<file path="config.mk">
export PLATFORM = sky130hd
export DESIGN_NAME = uerr_hdr_log_q
export DESIGN_NICKNAME = d
export VERILOG_FILES = /design/src/rtl/uerr_log_pkg.sv /design/src/rtl/uerr_bit_index.sv /design/src/rtl/uerr_rec_queue.sv /design/src/rtl/uerr_log_bank.sv /design/src/rtl/uerr_hdr_log_q.sv
export SDC_FILE = /design/constraint.sdc
export NUM_CORES = 2
export LEC_CHECK = 0
export ABC_AREA = 1
export ABC_CLOCK_PERIOD_IN_PS = 38200
export BUFFER_PORTS_ARGS = -buffer_cell sky130_fd_sc_hd__buf_2
export CORE_ASPECT_RATIO = 1.2
export CORE_UTILIZATION = 50
export CTS_CLUSTER_SIZE = 12
export DETAILED_ROUTE_END_ITERATION = 7
export MAX_ROUTING_LAYER = met4
export PLACE_DENSITY = 0.71
export REMOVE_ABC_BUFFERS = 1
export SETUP_SLACK_MARGIN = 0.3
export SLEW_MARGIN = 20
export SYNTH_ARGS = -nofsm -noshare
export SYNTH_HDL_FRONTEND = slang
export SYNTH_SLANG_ARGS = --single-unit
</file>
<file path="constraint.sdc">
create_clock -name clk -period 38.2 [get_ports clk]
set_input_delay 5.73 -clock clk [delete_from_list [all_inputs] [get_ports clk]]
set_output_delay 5.73 -clock clk [all_outputs]
set_load 0.02 [all_outputs]
</file>
<file path="src/rtl/uerr_log_pkg.sv">
// Shared record format and helpers for the uncorrectable error log.
// Assumes 32 status bits and four-dword header and prefix captures.
package uerr_log_pkg;

    localparam int STAT_W  = 32;
    localparam int IDX_W   = $clog2(STAT_W);
    localparam int DWORD_W = 32;
    localparam int HDR_DW  = 4;
    localparam int PFX_DW  = 4;
    localparam int HDR_W   = HDR_DW * DWORD_W;
    localparam int PFX_W   = PFX_DW * DWORD_W;

    // One logged or queued error.
    typedef struct packed {
        logic [IDX_W-1:0] idx;
        logic             hdr_ok;
        logic             pfx_ok;
        logic [HDR_W-1:0] hdr;
        logic [PFX_W-1:0] pfx;
    } err_rec_t;

    // True when exactly one bit of the vector is set.
    function automatic logic is_single(input logic [STAT_W-1:0] v);
        return (v != '0) && ((v & (v - STAT_W'(1))) == '0);
    endfunction

endpackage

</file>
<file path="src/rtl/uerr_bit_index.sv">
// Encodes a one-hot vector into the index of its set bit.
// Assumes at most one bit is set; several set bits give an OR of indices.
module uerr_bit_index #(
    parameter int W  = 32,
    parameter int IW = $clog2(W)
) (
    input  logic [W-1:0]  onehot,
    output logic [IW-1:0] idx
);

    // Mask of the input positions whose index has bit k set.
    function automatic logic [W-1:0] pos_mask(input int k);
        logic [W-1:0] m;
        m = '0;
        for (int b = 0; b < W; b++) begin
            m[b] = ((b >> k) & 1) == 1;
        end
        return m;
    endfunction

    for (genvar k = 0; k < IW; k++) begin : g_bit
        localparam logic [W-1:0] MASK = pos_mask(k);
        assign idx[k] = |(onehot & MASK);
    end

endmodule

</file>
<file path="src/rtl/uerr_rec_queue.sv">
// Ordered record queue in shift form: slot 0 is always the oldest record.
// Supports push, pop and flush. A push and a pop in the same cycle are
// legal; the caller must not push when the queue would be full after the pop.
// Also reports the OR of the decoded status bits of all held records.
module uerr_rec_queue
    import uerr_log_pkg::*;
#(
    parameter int DEPTH = 8,
    parameter int CW    = (DEPTH < 1) ? 1 : $clog2(DEPTH + 1)
) (
    input  logic              clk,
    input  logic              rst_n,
    input  logic              flush,
    input  logic              pop,
    input  logic              push,
    input  err_rec_t          din,
    output err_rec_t          head,
    output logic [CW-1:0]     count,
    output logic [STAT_W-1:0] held_bits
);

    if (DEPTH == 0) begin : g_none
        assign head      = '0;
        assign count     = '0;
        assign held_bits = '0;
    end else begin : g_fifo
        err_rec_t          slot [DEPTH];
        logic [CW-1:0]     cnt;
        logic [CW-1:0]     widx;
        logic [STAT_W-1:0] slot_bits [DEPTH];

        // Write position: the first free slot after any pop this cycle.
        assign widx = pop ? (cnt - CW'(1)) : cnt;

        for (genvar i = 0; i < DEPTH; i++) begin : g_slot
            // Slot storage: take new data, or shift one place toward the head.
            always_ff @(posedge clk) begin
                if (!rst_n) begin
                    slot[i] <= '0;
                end else if (push && (widx == CW'(i))) begin
                    slot[i] <= din;
                end else if (pop) begin
                    if (i < DEPTH - 1) begin
                        slot[i] <= slot[(i < DEPTH - 1) ? i + 1 : i];
                    end
                end
            end

            // Decoded status bit of this slot, zero when the slot is empty.
            assign slot_bits[i] = (CW'(i) < cnt) ? (STAT_W'(1) << slot[i].idx) : '0;
        end

        // Occupancy counter.
        always_ff @(posedge clk) begin
            if (!rst_n || flush) begin
                cnt <= '0;
            end else begin
                cnt <= cnt + CW'(push) - CW'(pop);
            end
        end

        // Union of the status bits held in the queue.
        always_comb begin
            held_bits = '0;
            for (int i = 0; i < DEPTH; i++) begin
                held_bits = held_bits | slot_bits[i];
            end
        end

        assign head  = slot[0];
        assign count = cnt;
    end

endmodule

</file>
<file path="src/rtl/uerr_log_bank.sv">
// Holds the log: first-error pointer, header log, prefix log and the
// prefix-present flag. A load takes priority over a clear.
// Assumes the caller asserts at most one load per cycle.
module uerr_log_bank
    import uerr_log_pkg::*;
(
    input  logic             clk,
    input  logic             rst_n,
    input  logic             clr,
    input  logic             ld,
    input  err_rec_t         rec,
    input  logic             pfx_en,
    output logic [IDX_W-1:0] fep,
    output logic             pfx_present,
    output logic [HDR_W-1:0] hdr_log,
    output logic [PFX_W-1:0] pfx_log
);

    logic pfx_take;

    // The prefix is kept only when the record carries one and support is on.
    assign pfx_take = rec.pfx_ok && pfx_en;

    // Log registers: load a record, clear, or hold.
    always_ff @(posedge clk) begin
        if (!rst_n) begin
            fep         <= '0;
            pfx_present <= 1'b0;
            hdr_log     <= '0;
            pfx_log     <= '0;
        end else if (ld) begin
            fep         <= rec.idx;
            pfx_present <= pfx_take;
            hdr_log     <= rec.hdr_ok ? rec.hdr : '0;
            pfx_log     <= pfx_take ? rec.pfx : '0;
        end else if (clr) begin
            fep         <= '0;
            pfx_present <= 1'b0;
            hdr_log     <= '0;
            pfx_log     <= '0;
        end
    end

endmodule

</file>
<file path="src/rtl/uerr_hdr_log_q.sv">
// Uncorrectable error header log with a multi-record queue.
// Each cycle, a status write is applied first, then an error event.
// Assumes the write strobe already carries write-one-to-clear data
// for the status register, and that events come pre-classified.
module uerr_hdr_log_q
    import uerr_log_pkg::*;
#(
    parameter int Q_DEPTH = 8
) (
    input  logic              clk,
    input  logic              rst_n,
    input  logic              ev_valid,
    input  logic [STAT_W-1:0] ev_status,
    input  logic [HDR_W-1:0]  ev_hdr,
    input  logic [PFX_W-1:0]  ev_pfx,
    input  logic              ev_hdr_vld,
    input  logic              ev_pfx_vld,
    input  logic              pfx_en,
    input  logic              mhr_en,
    input  logic              wr_valid,
    input  logic [STAT_W-1:0] wr_data,
    output logic [IDX_W-1:0]  fep,
    output logic              pfx_present,
    output logic [HDR_W-1:0]  hdr_log,
    output logic [PFX_W-1:0]  pfx_log,
    output logic [STAT_W-1:0] unc_status,
    output logic              mhr_cap,
    output logic              ovf
);

    localparam int            CW   = (Q_DEPTH < 1) ? 1 : $clog2(Q_DEPTH + 1);
    localparam logic [CW-1:0] FULL = CW'(Q_DEPTH);

    logic              mhr_on;
    logic [IDX_W-1:0]  ev_idx;
    err_rec_t          ev_rec;
    err_rec_t          q_head;
    logic [CW-1:0]     q_count;
    logic [STAT_W-1:0] q_bits;
    logic [STAT_W-1:0] stat_cl;
    logic [STAT_W-1:0] stat_mid;
    logic [STAT_W-1:0] stat_nxt;
    logic [IDX_W-1:0]  fep_mid;
    logic [CW-1:0]     cnt_mid;
    logic              ev_ok;
    logic              do_pop;
    logic              do_flush;
    logic              do_clr;
    logic              do_push;
    logic              do_drop;
    logic              ev_load;

    assign mhr_cap = (Q_DEPTH > 0);
    assign mhr_on  = mhr_cap && mhr_en;
    assign ev_ok   = ev_valid && is_single(ev_status);

    uerr_bit_index #(.W(STAT_W), .IW(IDX_W)) u_idx (
        .onehot (ev_status),
        .idx    (ev_idx)
    );

    // Pack the incoming event as a record.
    always_comb begin
        ev_rec.idx    = ev_idx;
        ev_rec.hdr_ok = ev_hdr_vld;
        ev_rec.pfx_ok = ev_pfx_vld;
        ev_rec.hdr    = ev_hdr;
        ev_rec.pfx    = ev_pfx;
    end

    // Write phase: apply clears, then pick pop, flush, log clear or re-assert.
    always_comb begin
        stat_cl  = wr_valid ? (unc_status & ~wr_data) : unc_status;
        stat_mid = stat_cl;
        do_pop   = 1'b0;
        do_flush = 1'b0;
        do_clr   = 1'b0;
        if (wr_valid) begin
            if (!stat_cl[fep]) begin
                if (!mhr_on || (q_count == '0)) begin
                    do_clr = 1'b1;
                end else begin
                    stat_mid = stat_cl | q_bits;
                    do_pop   = 1'b1;
                end
            end else if (mhr_on) begin
                stat_mid = stat_cl | q_bits;
            end else begin
                do_flush = 1'b1;
            end
        end
    end

    // Event phase: queue, drop or load, using the state after the write.
    always_comb begin
        fep_mid = do_pop ? q_head.idx : (do_clr ? '0 : fep);
        cnt_mid = q_count - CW'(do_pop);
        do_push = 1'b0;
        do_drop = 1'b0;
        ev_load = 1'b0;
        if (ev_ok) begin
            if (mhr_on && stat_mid[fep_mid]) begin
                if (cnt_mid == FULL) begin
                    do_drop = 1'b1;
                end else begin
                    do_push = 1'b1;
                end
            end else begin
                ev_load = 1'b1;
            end
        end
        stat_nxt = stat_mid | (ev_ok ? ev_status : '0);
    end

    uerr_rec_queue #(.DEPTH(Q_DEPTH), .CW(CW)) u_queue (
        .clk       (clk),
        .rst_n     (rst_n),
        .flush     (do_flush),
        .pop       (do_pop),
        .push      (do_push),
        .din       (ev_rec),
        .head      (q_head),
        .count     (q_count),
        .held_bits (q_bits)
    );

    uerr_log_bank u_log (
        .clk         (clk),
        .rst_n       (rst_n),
        .clr         (do_clr),
        .ld          (ev_load || do_pop),
        .rec         (ev_load ? ev_rec : q_head),
        .pfx_en      (pfx_en),
        .fep         (fep),
        .pfx_present (pfx_present),
        .hdr_log     (hdr_log),
        .pfx_log     (pfx_log)
    );

    // Status register and overflow pulse.
    always_ff @(posedge clk) begin
        if (!rst_n) begin
            unc_status <= '0;
            ovf        <= 1'b0;
        end else begin
            unc_status <= stat_nxt;
            ovf        <= do_drop;
        end
    end

endmodule

</file>
Yosys cells after proc, flatten, opt, wreduce, memory -nomap -nowiden
Memories as Yosys holds them, arrays and structs flattened.
Cells that the tools add are included.
{ "classes": {"bitwise": 27, "n_lt_le_gt_ge": 10, "add_sub_neg": 5, "muxes": 107, "shift": 8, "n_eq_ne": 8, "n_reduce_logical": 28} }
{ "ops": {"columns": ["cell", "count"], "rows": [
  ["2-to-1 mux 263 bit", 16],
  ["2-to-1 mux 128 bit", 5],
  ["2-to-1 mux 32 bit", 14],
  ["bitwise OR 32 bit", 9],
  ["<< shifter 1 x 5 -> 32 bit, first input constant", 8],
  ["OR reduction 16 bit", 5],
  ["2-to-1 mux 1 bit", 66],
  ["bitwise AND 32 bit", 2],
  ["logical NOT 32 bit", 1],
  ["inverter 32 bit", 1],
  ["nonzero test 32 bit", 1],
  ["subtractor 32 x 1 -> 32 bit, second input constant", 1],
  ["equality test 4 x 3 -> 1 bit, second input constant", 4],
  ["< comparator 3 x 4 -> 1 bit, first input constant", 4],
  ["2-to-1 mux 5 bit", 3],
  ["bitwise OR 1 bit", 15],
  ["logical AND 1 bit", 12],
  ["< comparator 5 x 6 -> 1 bit, second input constant", 2],
  ["binary-select mux 1 bit (select 5 bit)", 2],
  ["equality test 4 x 2 -> 1 bit, second input constant", 2],
  ["logical NOT 4 bit", 2],
  ["< comparator 1 x 4 -> 1 bit, first input constant", 2],
  ["< comparator 2 x 4 -> 1 bit, first input constant", 2],
  ["subtractor 4 x 1 -> 4 bit", 2],
  ["other kinds (9)", 12]
]} }
{ "totals": {"in_bits": 328, "output_inout_bits": 296, "ram_bits": 2104, "wordCells": 201, "n_memories": 1, "regBits": 299} }
{ "memory_table": {"columns": ["memory", "depth", "width", "rd", "rd_clocked_by_memory_dff", "wr", "line", "text"], "rows": [
  ["u_queue.g_fifo.slot", 8, 263, 8, 0, 8, "uerr_rec_queue.sv:27", "err_rec_t slot [DEPTH];"]
]} }

Depth between registers and ports, before layout
An unclocked memory read counts as a cell.
{ "depth": {"ltp_word": 25, "ltp_mapped": 31, "depth_no_buf": 30} }

By module
From an unflattened synthesis, not the netlist that was laid out.
{ "unflattened": {"hier_cells": 12809, "area_unflattened_um2": 115100.4} }
{ "by_module_without_submodules": {"columns": ["mod", "n_inst", "seq_area_each_um2", "area_per_inst_um2", "cells_per_inst"], "rows": [
  ["uerr_rec_queue", 1, 63260.7, 98446.9, 10129],
  ["uerr_log_bank", 1, 5245.0, 9397.8, 1165],
  ["uerr_hdr_log_q", 1, 660.6, 7053.0, 1463],
  ["uerr_bit_index", 1, 0.0, 202.7, 52]
]} }

Worst setup path before layout
Ideal clock, no wire load.
{ "synth_timing": {"path_type": "input port to flip-flop", "startpoint": "input port wr_valid", "endpoint": "memory u_queue.g_fifo.slot[0][526] (netlist bit) (enable)", "t_required_ps": 35538, "arrival_time_ps": 15533, "stages": 27, "n_path_buf": 9, "setup_ps": 2662, "setup_slack_ps": 20005, "path_cell_list": "buf_4 buf_2 nand2_1 nand3_1 o21ai_0 nand2_1 nand3_1 nand3_1 nand3_2 nand2_4 nand2_4 nor2_4 clkbuf_1 clkbuf_1 clkbuf_1 clkbuf_1 ha_1 inv_1 ha_1 nor2_1 and3_1 nor2_2 nand3_1 buf_2 buf_2 clkbuf_1 nand3_1"} }
{ "synth_rtl": {"columns": ["item", "line", "text"], "rows": [
  ["start, declared", "uerr_hdr_log_q.sv:20", "input logic wr_valid,"],
  ["end, declared", "uerr_rec_queue.sv:27", null]
]} }

==> out/results.txt <==
post-synthesis mux area share = 0
GRT overflow = 0
hold_sp = u_log.pfx_log[42]
CTS tree = yes
CTS hold repair buffers = 0
Area Growth Syn to Fin = 9.86%
die area = 0.226 mm^2
Slew @ Worst Pin = 1290 ps
Pre-antenna DRT Iters = 8
arrival time at the worst endpoint = 15200 ps
maxcap violations = 0
Syn Inst Count = 11.5k
Mean Syn Cell Area = 9.74 um^2
EDFF count, synth = 2104
cell mode on critical path = nand2_1
Final Slew Violations = 0
CP top delay family = simple AND/OR/NAND/NOR gates
largest area contributor in the netlist = edfxtp_1
largest net degree at the start of global routing = 230
vias post-DR = 94.2k
TritonCTS Buffers = 242
fmax = 0.0681 GHz
synthesis-stage register bit count = 2403
Longest Clk Path Bufs = 4
WL final = 398 mm
Clock power frac = 0.347
Post-Syn Area = 0.112 mm^2
post-synthesis adder-cell area fraction = 0.00152
Critical path buffers and inverters = 7
simple logic cell fraction of the synthesized area = 0.219
final instance area = 0.123 mm^2
worst setup margin = 23520 ps
placed cell areas = 0.116 mm^2
Synth area leaders = edfxtp_1 (56%), nand4_1 (9.3%), nand2_1 (7.5%)
Combinational Power Share = 0.140
cell depth of the worst setup path = 25
maximum VDD drop = 0.0442 mV
hpwl dp = 229 mm
GPL Wtd Cong = 0.993
WL/cell = 27.1 um
GRT Util Overall = 0.355
xor and xnor fraction of the mapped netlist area = 0.000390
CP Capture Type = flip-flop
Final Cycle Share = 0.384
nets = 11.8k
Hold Path Sink = u_log.pfx_log[42]
Sequential Power Share = 0.513
worst reg2reg path startpoint = u_log.fep[0]
CTS resizes = 0
slowest library cell on the worst path = nand3_4
Setup-failing EPs final = 0
RSZ-0062 raised after global routing = false
Sw Ratio = 0.287
post-synth cell types = 52
H-tree depth = 4
post-CTS setup buffers = 0
static leakage = 48.4 nW
Die Width = 435 um
Hold WC Path Type = reg -> reg
combinational family with the most area after synthesis = simple AND/OR/NAND/NOR gates
Layout Cells excl Fill = 14.7k
I/O pin count = 624
clk_skew = 39.4 ps
Die Ht = 521 um
critical setup path kind = in -> reg
Yosys warning count = 0
Initial Util = 0.503
outcome = finished, final reports clean
CTS sink cnt = 2403
sw power = 1.88 mW
r2r setup slk = 28360 ps
initial antenna violation count = 42
Core Util, Final = 0.552
Pwr Total = 6.53 mW
Critical Path Max Stage Delay = 920 ps
TNS Setup = 0 ps
Rel. slew slack = 0.141
Core Region = 0.223 mm^2
iteration-0 DRC count of the detailed router = 12.7k
sequential fraction of the synthesis area = 0.616
fraction of registers with async set/reset = 0
Hold Path Depth = 2
Worst R2R End = u_queue.g_fifo.slot[0][874]
top cell type's share of synthesized area = 0.563
CP Launch Type = input pin
Most used DFF post-synth = edfxtp_1
area fraction in compound gates after synthesis = 0.0932
antenna viol nets, final = 0
R2R depth = 24
PD cells = 53.0 mW/mm^2
clock latency on the worst-skew pair = 910 ps
CTS root buffer = clkbuf_16
Worst-path clk slew = 60 ps
I/O Buffers = 622
Vias/cell = 6.42
site row count = 190
final hold slack = 461 ps
Place WS = 22750 ps
placed cell count = 14.2k
fin crit period = 14680 ps
# DRC = 0
Critical Path RT = 38720 ps
vias in the first global route = 90.1k
Max Fanout on Critical Path = 69
layout cell share with drive strength beyond 1 = 0.0977
first-pass GRT wire length = 591 mm
P_int = 4.66 mW
fill count = 19.5k
Final Hold Violating Endpoints = 0
## routing by layer
metal	track usage	vias up	part of all wire
li1	-	41200	-
met3	0.0672	919	0.10
met4	0.177	0	0.056
met2	0.552	6024	0.47
met5	-	-	0
met1	0.443	46000	0.37
## cell usage in the layout, fill, tap and decap left out, drive strengths merged, types with 27 or more instances in the layout
cell | synthesis | layout
inv | 783 | 787
a21oi | 294 | 294
nand3 | 511 | 511
nand4 | 1662 | 1662
clkinv | 8 | 34
o22ai | 46 | 46
clkbuf | 536 | 397
diode | 0 | 38
nand2 | 2236 | 2236
nor3 | 27 | 27
nor2 | 728 | 728
o21ai | 1671 | 1671
dfxtp | 299 | 299
edfxtp | 2104 | 2104
buf | 530 | 779
## worst reg2reg max path, delay by kind of cell (launching register included)
| kind | cells | cell delay (ps) |
|---|---|---|
| DFF | 1 | 310 |
| and+or+nand+nor | 16 | 4690 |
| buffers and inverters | 7 | 3850 |
| AOI/OAI and AO/OA | 1 | 580 |
## kinds of logic (layout without fill, tap and decap cells)
logic type,Yosys count,count (layout)
buffers and inverters,1857,2004
adders and majority gates,13,13
other,1,39
AOI/OAI and AO/OA,2050,2050
DFF,2403,2403
and+or+nand+nor,5193,5193
xor gates and xnor gates,5,5
## final cells by class
class / count / area [um^2] / area share
clock buffers: 397 / 6880 / 0.0558
flip-flops and latches: 2403 / 69200 / 0.561
repair buffers: 779 / 4540 / 0.0368
diodes: 38 / 95.1 / 0.000771
inverters: 791 / 3000 / 0.0243
multi-input cells: 7262 / 35600 / 0.288
clock inverters: 37 / 345 / 0.00280
well taps: 2976 / 3720 / 0.0302
## power by group through the flow
stage                     clock network (mW)  registers [mW]  logic [mW]
after floorplan                            0            3.47       0.518
after global placement                     0            3.39       0.889
after detailed placement                   0            3.40       0.895
after CTS                               2.28            3.34       0.898
after global routing                    2.37            3.37       0.975
final                                   2.27            3.35       0.914
## cell usage after synthesis (2+ instances only)
library cell,n
nand2_1,2229
edfxtp_1,2104
nand4_1,1660
o21ai_0,947
inv_1,775
o21ai_1,724
nor2_1,721
clkbuf_1,536
nand3_1,502
dfxtp_1,299
a21oi_1,293
buf_2,275
buf_1,178
buf_6,60
o22ai_1,45
nor3_1,25
buf_4,17
nor4_1,14
ha_1,12
o2111ai_1,12
clkinv_1,8
inv_2,8
nand3_2,8
nand3b_1,8
o21a_1,7
a211oi_1,5
nand2_2,5
o211a_1,5
nor2_2,4
nor2_4,3
o21bai_1,3
or2_2,3
xor2_1,3
nand2_4,2
nand4_2,2
nor3_4,2
o22a_1,2
xnor2_1,2
## flip-flops by register name, indices dropped and copies added (netlist names)
register             cells
u_log.pfx_present        1
u_log.pfx_log          128
u_log.fep                5
unc_status              32
ovf                      1
u_log.hdr_log          128
u_queue.g_fifo.slot   2104
u_queue.count            4
## worst max path at each step
stage / startpoint / endpoint / slack (ps)
after global routing: wr_valid / u_queue.g_fifo.slot[0][916] / 23080
after global placement: wr_valid / u_queue.g_fifo.slot[0][852] / 22870
after detailed placement: wr_valid / u_queue.g_fifo.slot[0][852] / 22750
after floorplan: mhr_en / u_queue.g_fifo.slot[1][263] / -7290
after CTS: wr_valid / u_queue.g_fifo.slot[0][916] / 23690
final: wr_valid / u_queue.g_fifo.slot[0][874] / 23520
(Power assumes the default switching activity.)
